## src/rtl/ilv_pkg.sv

```systemverilog
package ilv_pkg;
  // Default geometry of one interleave group.
  localparam int unsigned ILV_ADDR_W_DEF    = 16;
  localparam int unsigned ILV_SIZE_W_DEF    = 16;
  localparam int unsigned ILV_MAX_BANKS_DEF = 8;
endpackage

```

## src/rtl/ilv_cfg_hold.sv

```systemverilog
module ilv_cfg_hold #(
  parameter int unsigned CNT_W     = 4,
  parameter int unsigned SIZE_W    = 16,
  parameter int unsigned MAX_BANKS = 8
) (
  input  logic              clk,
  input  logic              rst_n,
  input  logic              cfg_valid,
  input  logic [CNT_W-1:0]  cnt_in,
  input  logic [SIZE_W-1:0] size_in,
  output logic [CNT_W-1:0]  cnt_q,
  output logic [SIZE_W-1:0] size_q
);
  localparam logic [CNT_W-1:0] CNT_MAX = CNT_W'(MAX_BANKS);

  logic [CNT_W-1:0]  cnt_nxt;
  logic [SIZE_W-1:0] size_nxt;
  logic              load_en;

  // Next-state: clamp the bank count
  always_comb begin
    load_en  = !cfg_valid;
    cnt_nxt  = (cnt_in > CNT_MAX) ? CNT_MAX : cnt_in;
    size_nxt = size_in;
  end

  // Register: loads only while the strobe is low
  always_ff @(posedge clk or negedge rst_n) begin
    if (!rst_n) begin
      cnt_q  <= '0;
      size_q <= '0;
    end else if (load_en) begin
      cnt_q  <= cnt_nxt;
      size_q <= size_nxt;
    end
  end
endmodule

```

## src/rtl/ilv_divmod.sv

```systemverilog
module ilv_divmod #(
  parameter int unsigned ADDR_W = 16,
  parameter int unsigned CNT_W  = 4
) (
  input  logic [ADDR_W-1:0] dividend,
  input  logic [CNT_W-1:0]  divisor,   // caller guarantees nonzero
  output logic [ADDR_W-1:0] quot,
  output logic [CNT_W-1:0]  rem
);
  // Partial remainder entering each restoring stage; stage ADDR_W is the seed.
  logic [ADDR_W:0][CNT_W:0] part;

  assign part[ADDR_W] = '0;

  for (genvar i = ADDR_W - 1; i >= 0; i--) begin : g_stage
    logic [CNT_W:0] trial;
    logic           ge;
    assign trial   = {part[i+1][CNT_W-1:0], dividend[i]};
    assign ge      = (trial >= {1'b0, divisor});
    assign part[i] = ge ? (trial - {1'b0, divisor}) : trial;
    assign quot[i] = ge;
  end

  assign rem = part[0][CNT_W-1:0];
endmodule

```

## src/rtl/ilv_mapper.sv

```systemverilog
module ilv_mapper #(
  parameter int unsigned ADDR_W    = ilv_pkg::ILV_ADDR_W_DEF,
  parameter int unsigned SIZE_W    = ilv_pkg::ILV_SIZE_W_DEF,
  parameter int unsigned MAX_BANKS = ilv_pkg::ILV_MAX_BANKS_DEF,
  localparam int unsigned CNT_W    = $clog2(MAX_BANKS + 1),
  localparam int unsigned BIDX_W   = $clog2(MAX_BANKS)
) (
  input  logic              clk,
  input  logic              rst_n,
  input  logic              cfg_valid,
  input  logic [CNT_W-1:0]  cfg_bank_count,
  input  logic [SIZE_W-1:0] cfg_bank_lines,
  input  logic              req_valid,
  input  logic [ADDR_W-1:0] req_line,
  output logic              map_valid,
  output logic [BIDX_W-1:0] map_bank,
  output logic [SIZE_W-1:0] map_local,
  output logic              map_oor
);
  localparam int unsigned LIM_W = CNT_W + SIZE_W;
  localparam int unsigned CMP_W = (LIM_W > ADDR_W) ? LIM_W : ADDR_W;

  // Reset: asynchronous assert, synchronous release
  logic [1:0] rst_pipe;
  logic       rst_n_s;

  always_ff @(posedge clk or negedge rst_n) begin
    if (!rst_n) rst_pipe <= 2'b00;
    else        rst_pipe <= {rst_pipe[0], 1'b1};
  end
  assign rst_n_s = rst_pipe[1];

  // Group geometry
  logic [CNT_W-1:0]  cnt_q;
  logic [SIZE_W-1:0] size_q;

  ilv_cfg_hold #(
    .CNT_W(CNT_W), .SIZE_W(SIZE_W), .MAX_BANKS(MAX_BANKS)
  ) u_cfg (
    .clk(clk), .rst_n(rst_n_s), .cfg_valid(cfg_valid),
    .cnt_in(cfg_bank_count), .size_in(cfg_bank_lines),
    .cnt_q(cnt_q), .size_q(size_q)
  );

  // Bank = line mod count, local = line div count
  logic [CNT_W-1:0]  divisor;
  logic [ADDR_W-1:0] quot;
  logic [CNT_W-1:0]  rem;

  assign divisor = (cnt_q == '0) ? CNT_W'(1) : cnt_q;

  ilv_divmod #(.ADDR_W(ADDR_W), .CNT_W(CNT_W)) u_div (
    .dividend(req_line), .divisor(divisor), .quot(quot), .rem(rem)
  );

  // Range check and next-state of the result stage
  logic [LIM_W-1:0]  limit;
  logic              oor_c;
  logic              dec_en;
  logic              valid_nxt;
  logic [BIDX_W-1:0] bank_nxt;
  logic [SIZE_W-1:0] local_nxt;

  always_comb begin
    limit     = LIM_W'(cnt_q) * LIM_W'(size_q);
    oor_c     = (CMP_W'(req_line) >= CMP_W'(limit));
    dec_en    = req_valid && cfg_valid;
    valid_nxt = dec_en;
    bank_nxt  = oor_c ? '0 : rem[BIDX_W-1:0];
    local_nxt = oor_c ? '0 : SIZE_W'(quot);
  end

  always_ff @(posedge clk or negedge rst_n_s) begin
    if (!rst_n_s) begin
      map_valid <= 1'b0;
      map_bank  <= '0;
      map_local <= '0;
      map_oor   <= 1'b0;
    end else begin
      map_valid <= valid_nxt;
      if (dec_en) begin
        map_bank  <= bank_nxt;
        map_local <= local_nxt;
        map_oor   <= oor_c;
      end
    end
  end
endmodule

```

## config.mk

```make
export PLATFORM = sky130hd
export DESIGN_NAME = ilv_mapper
export DESIGN_NICKNAME = d
export VERILOG_FILES = /design/src/rtl/ilv_pkg.sv /design/src/rtl/ilv_cfg_hold.sv /design/src/rtl/ilv_divmod.sv /design/src/rtl/ilv_mapper.sv
export SDC_FILE = /design/constraint.sdc
export NUM_CORES = 1
export LEC_CHECK = 0
export BUFFER_PORTS_ARGS = -buffer_cell sky130_fd_sc_hd__buf_2
export CORE_UTILIZATION = 58
export DETAILED_ROUTE_END_ITERATION = 16
export GPL_ROUTABILITY_DRIVEN = 0
export HOLD_SLACK_MARGIN = 0.06
export PLACE_DENSITY = 0.84
export SLEW_MARGIN = 5
export SYNTH_ARGS = -nofsm -noshare
export SYNTH_HDL_FRONTEND = slang
export SYNTH_SLANG_ARGS = --single-unit
```

## constraint.sdc

```tcl
create_clock -name clk -period 3.2 [get_ports clk]
set_input_delay 0.32 -clock clk [delete_from_list [all_inputs] [get_ports clk]]
set_output_delay 0.32 -clock clk [all_outputs]
set_load 0.03 [all_outputs]
```

==> flow_summary.ini, run 1 <==
[clock_network]
clockBufferDepth = 2
numCtsBuffers = 5
cts_max_level = 2
numClockSinks = 43
cts_root_buf = clkbuf_16

[logic_synthesis]
yosys_most_used_dff = dfrtp_1
ys_types = 81
ys_seq_area_frac = 0.150
synth-edff-count = 0
ys_seq_elements = 43
ys_async_sr_fraction = 1.00
netlist_instances = 802
syn_area_mm2 = 0.00716
syn_area_per_cell_um2 = 8.93
ys_warn_count = 0
synth_nets = 987

[grt]
grt_use_total = 0.796
grt_overflow_total = 48
grt_max_degree = 42

[floorplanning]
die_height_um = 113
rows = 40
io_pins = 61
die_x_um = 113
start_util = 0.596

[place]
io_buffers = 60
dp_slack_ns = -21.25
place_hpwl_um = 18300

[outcome]
outcome = aborted with a tool error
haltStage = global routing (5_1_grt)
error_line = [ERROR GRT-0232] Routing congestion too high. Check the congestion heatmap in the GUI.
[cell usage after synthesis, types with 3 or more instances]
| cell type | n | area [µm²] |
|---|---|---|
| mux2i_1 | 18 | 180 |
| nand3_1 | 8 | 40.0 |
| nor3_2 | 3 | 30.0 |
| fa_1 | 43 | 861 |
| o211ai_1 | 7 | 52.6 |
| nor2b_1 | 8 | 50.1 |
| and3_1 | 5 | 31.3 |
| or3_1 | 3 | 18.8 |
| dfrtp_1 | 43 | 1080 |
| o21ai_1 | 4 | 20.0 |
| and2_1 | 30 | 188 |
| clkbuf_1 | 12 | 45.0 |
| nor2_1 | 17 | 63.8 |
| o21a_1 | 8 | 60.1 |
| nand2b_1 | 28 | 175 |
| xor2_1 | 16 | 140 |
| inv_1 | 104 | 390 |
| a211oi_1 | 9 | 67.6 |
| buf_2 | 5 | 25.0 |
| o31ai_1 | 3 | 22.5 |
| a31oi_1 | 6 | 37.5 |
| a21o_1 | 47 | 353 |
| nor3_1 | 6 | 30.0 |
| a22o_1 | 7 | 61.3 |
| ha_1 | 102 | 1280 |
| xnor2_1 | 17 | 149 |
| a21boi_0 | 4 | 30.0 |
| nand2_1 | 72 | 270 |
| mux2_2 | 24 | 270 |
| o21ai_0 | 46 | 230 |
| a221o_1 | 5 | 50.1 |
| a21oi_1 | 33 | 165 |
[cells by family after synthesis]
family	count (synthesis)	share of synthesized area
simple gates	195	0.145
compound gates	218	0.231
buf+inv	122	0.0658
other cells	1	0.000523
xor+xnor	33	0.0403
fa+ha+maj	145	0.298
mux	45	0.0690
flops	43	0.150
[stage by stage]
| step | TNS (ns) | std cells | instance area, µm² | utilization |
|---|---|---|---|---|
| 2_1_floorplan | -230.94 | 802 | 7590 | - |
| 3_3_place_gp | -218.25 | 1251 | 9910 | 0.825 |
| 3_5_place_dp | -231.67 | 1251 | 9910 | 0.825 |
| 4_1_cts | -222.88 | 1289 | 10500 | 0.874 |
[what timing repair did]
| item | 4_1_cts |
|---|---|
| gates resized for setup | 44 |
| endpoints found under the hold margin | 2 |
| gates cloned | 1 |
| setup buffers | 35 |
| setup endpoints to repair | 20 |
| hold buffers | 1 |
| pin swaps | 51 |
[per-layer routing]
layer | overflow | global-route usage
met5 | 1 | 0.271
met4 | 15 | 0.774
met1 | 5 | 0.796
met3 | 1 | 0.682
met2 | 26 | 0.949
==> run 2, diff against run 1 <==
Settings changed: CORE_UTILIZATION 58 to 40, HOLD_SLACK_MARGIN 0.06 to default, PLACE_DENSITY 0.84 to default, PLACE_DENSITY_LB_ADDON from default to 0.15.
==> run 2 against run 1 <==
Against the previous run: the flow now finishes, with violations (setup timing); area after synthesis stayed put; synthesized cell count did not move.
==> flow_summary.ini, run 2 <==
[logic_synthesis]
ys_warn_count = 0
synth_area_leaders = ha_1, dfrtp_1, fa_1
ys_seq_area_frac = 0.150
ys_types = 81
synth-edff-count = 0
syn_area_mm2 = 0.00716
synth.top_cell.area_share = 0.178
yosys_most_used_dff = dfrtp_1
synth_nets = 987
ys_seq_elements = 43
netlist_instances = 802
synth_most_common_cell = inv_1
syn_area_per_cell_um2 = 8.93
synth.largest_area_cell = ha_1
ys_async_sr_fraction = 1.00
synth_commonest_cells = inv_1, ha_1, nand2_1

[worst_setup_path]
cp-end-kind = flip-flop
crit_slowest_cell = or4_4
r2r_start = u_cfg.cnt_q[2]
critPathMaxFanout = 6
crit_start = u_cfg.cnt_q[2]
reg2reg_to = map_bank[0]
critPathArrivalTime_ns = 23.93
worst-r2r-setup-slack_ns = -20.56
cp.required_ns = 3.37
cpMostUsedCell = a21o_1
ff2ff_path_depth = 125
crit_type = reg2reg
cp-start-kind = flip-flop
cpPeakStageDelay_ns = 0.47

[final_layout]
final_common_cell = buf_4
area_growth_pct = 60.6
diodes = 0
nets = 1412
largestRegisters = map_local (16), u_cfg.size_q (16), u_cfg.cnt_q (4)
mostFrequentLayoutCells = buf_4, inv_1, ha_1, nand2_1, buf_2
design_area_mm2 = 0.0115
fill_cells = 1396
layout-drive-gt1-share = 0.491

[detailed_routing]
drtIter0Drc = 316
wl_um = 23700
m1WireLength_um = 9860
vias_per_cell = 5.19
drc = 0
routed-wl-met3_um = 765
post_drt_wl_per_cell_um = 16.3
top_layer = met4
drt_pass1_iterations = 6
ant_nets = 0
wl_met2_um = 12200
vias = 7538

[worst_hold_path]
hold_path_depth = 2
holdPathEnd = u_cfg.size_q[13]
hp-class = in2reg
hold_start = cfg_bank_lines[13]

[clock_network]
cts_root_buf = clkbuf_16
clockBufferDepth = 2
numCtsBuffers = 5
numClockSinks = 43
insertion_delay_ns = 0.29
cts_tree = done
cts_max_level = 2
clk_pin_slew_ns = 0.06

[sta]
finalSetupViolCount = 20
finalClockSkew_ns = 0.00416
clock.fmax_mhz = 42.1
rsz0062_at_grt = yes
fin_crit_sh = 7.42
hold_ws_ns = 0.260
worst_pin_slew_ns = 1.06
period_needed_ns = 23.76
worst_slack_ns = -20.56
drv_slew = 0
relSlewSlack = 0.274
hold_violations = 0

[grt]
antenna_found_initial = 0
grt_overflow_total = 0
grt_use_total = 0.256
grt_pass1_vias = 7864
grt_max_degree = 42
grt_pass1_wl_um = 37100

[floorplanning]
start_util = 0.411
coreArea_mm2 = 0.0174
die_height_um = 136
die_x_um = 136
dieArea_mm2 = 0.0184
rows = 48
io_pins = 61

[place]
place_hpwl_um = 17500
io_buffers = 60
placed_cell_area_mm2 = 0.0101

[run]
cap_violations = 0

[outcome]
violations = setup timing
outcome = finished, violations left
==> run 2: cell counts after synthesis <==
Identical to the previous run, type by type.
==> run 2: worst max path at each step <==
stage               slack (ns)     endpoint
finish                  -20.56  map_bank[0]
global route            -21.58  map_bank[0]
CTS                     -20.37  map_bank[1]
detailed placement      -21.12  map_bank[0]
global placement        -20.29  map_bank[1]
floorplan               -21.37  map_bank[0]
==> run 2: cell families (layout without fill, tap and decap cells) <==
| kind of cell | Yosys count | count (layout) | share of synthesized area |
|---|---|---|---|
| adder cells (fa/ha/maj) | 145 | 145 | 0.298 |
| AND/OR/NAND/NOR | 195 | 195 | 0.145 |
| XOR/XNOR | 33 | 33 | 0.0403 |
| other | 1 | 1 | 0.000523 |
| buffers and inverters | 122 | 548 | 0.0658 |
| flip-flops | 43 | 43 | 0.150 |
| multiplexers | 45 | 45 | 0.0690 |
| AO/OA/AOI/OAI | 218 | 218 | 0.231 |
==> run 2: repair_timing <==
action                     CTS  global route
pin swaps                   46            89
gates cloned                 1             0
buffers inserted            78            37
setup endpoints to repair   20            20
hold endpoints to repair     2             0
hold buffers                 1             0
gates resized for setup     36            62
==> run 2: metrics by stage <==
step                      setup slack (ns)  instances  setup TNS [ns]   util
final                               -20.56       1453         -222.04  0.661
after global routing                -21.58       1453         -234.57  0.661
after CTS                           -20.37       1419         -220.20  0.630
after detailed placement            -21.12       1333         -231.14  0.577
after global placement              -20.29       1333         -221.56  0.577
after floorplan                     -21.37        802         -230.94      -
==> run 2: cell type report <==
| class | instances | area [µm²] | area share |
|---|---|---|---|
| Clock inverter | 3 | 15.0 | 0.00130 |
| Inverter | 104 | 407 | 0.0353 |
| Timing Repair Buffer | 436 | 3240 | 0.281 |
| Tap cell | 225 | 282 | 0.0245 |
| Multi-Input combinational cell | 637 | 6360 | 0.553 |
| Clock buffer | 5 | 125 | 0.0109 |
| Sequential cell | 43 | 1080 | 0.0937 |
==> run 2: critical path, delay by kind of cell, from the launching register on <==
family          cells  cell delay (ns)
buf+inv            11             0.68
simple gates       25             3.95
flops               1             0.41
mux                 8             2.45
fa+ha+maj          17             3.77
compound gates     64            12.32
==> run 2: layer usage <==
layer | track usage | up-vias
met2 | 0.475 | 180
met1 | 0.300 | 3616
met5 | 0 | -
met4 | 0.0911 | 0
li1 | - | 3675
met3 | 0.0272 | 67
Power of run 2 is left out: the tool's default activity adds up to more than one toggle a clock period on the data nets, which glitch-free logic cannot reach.
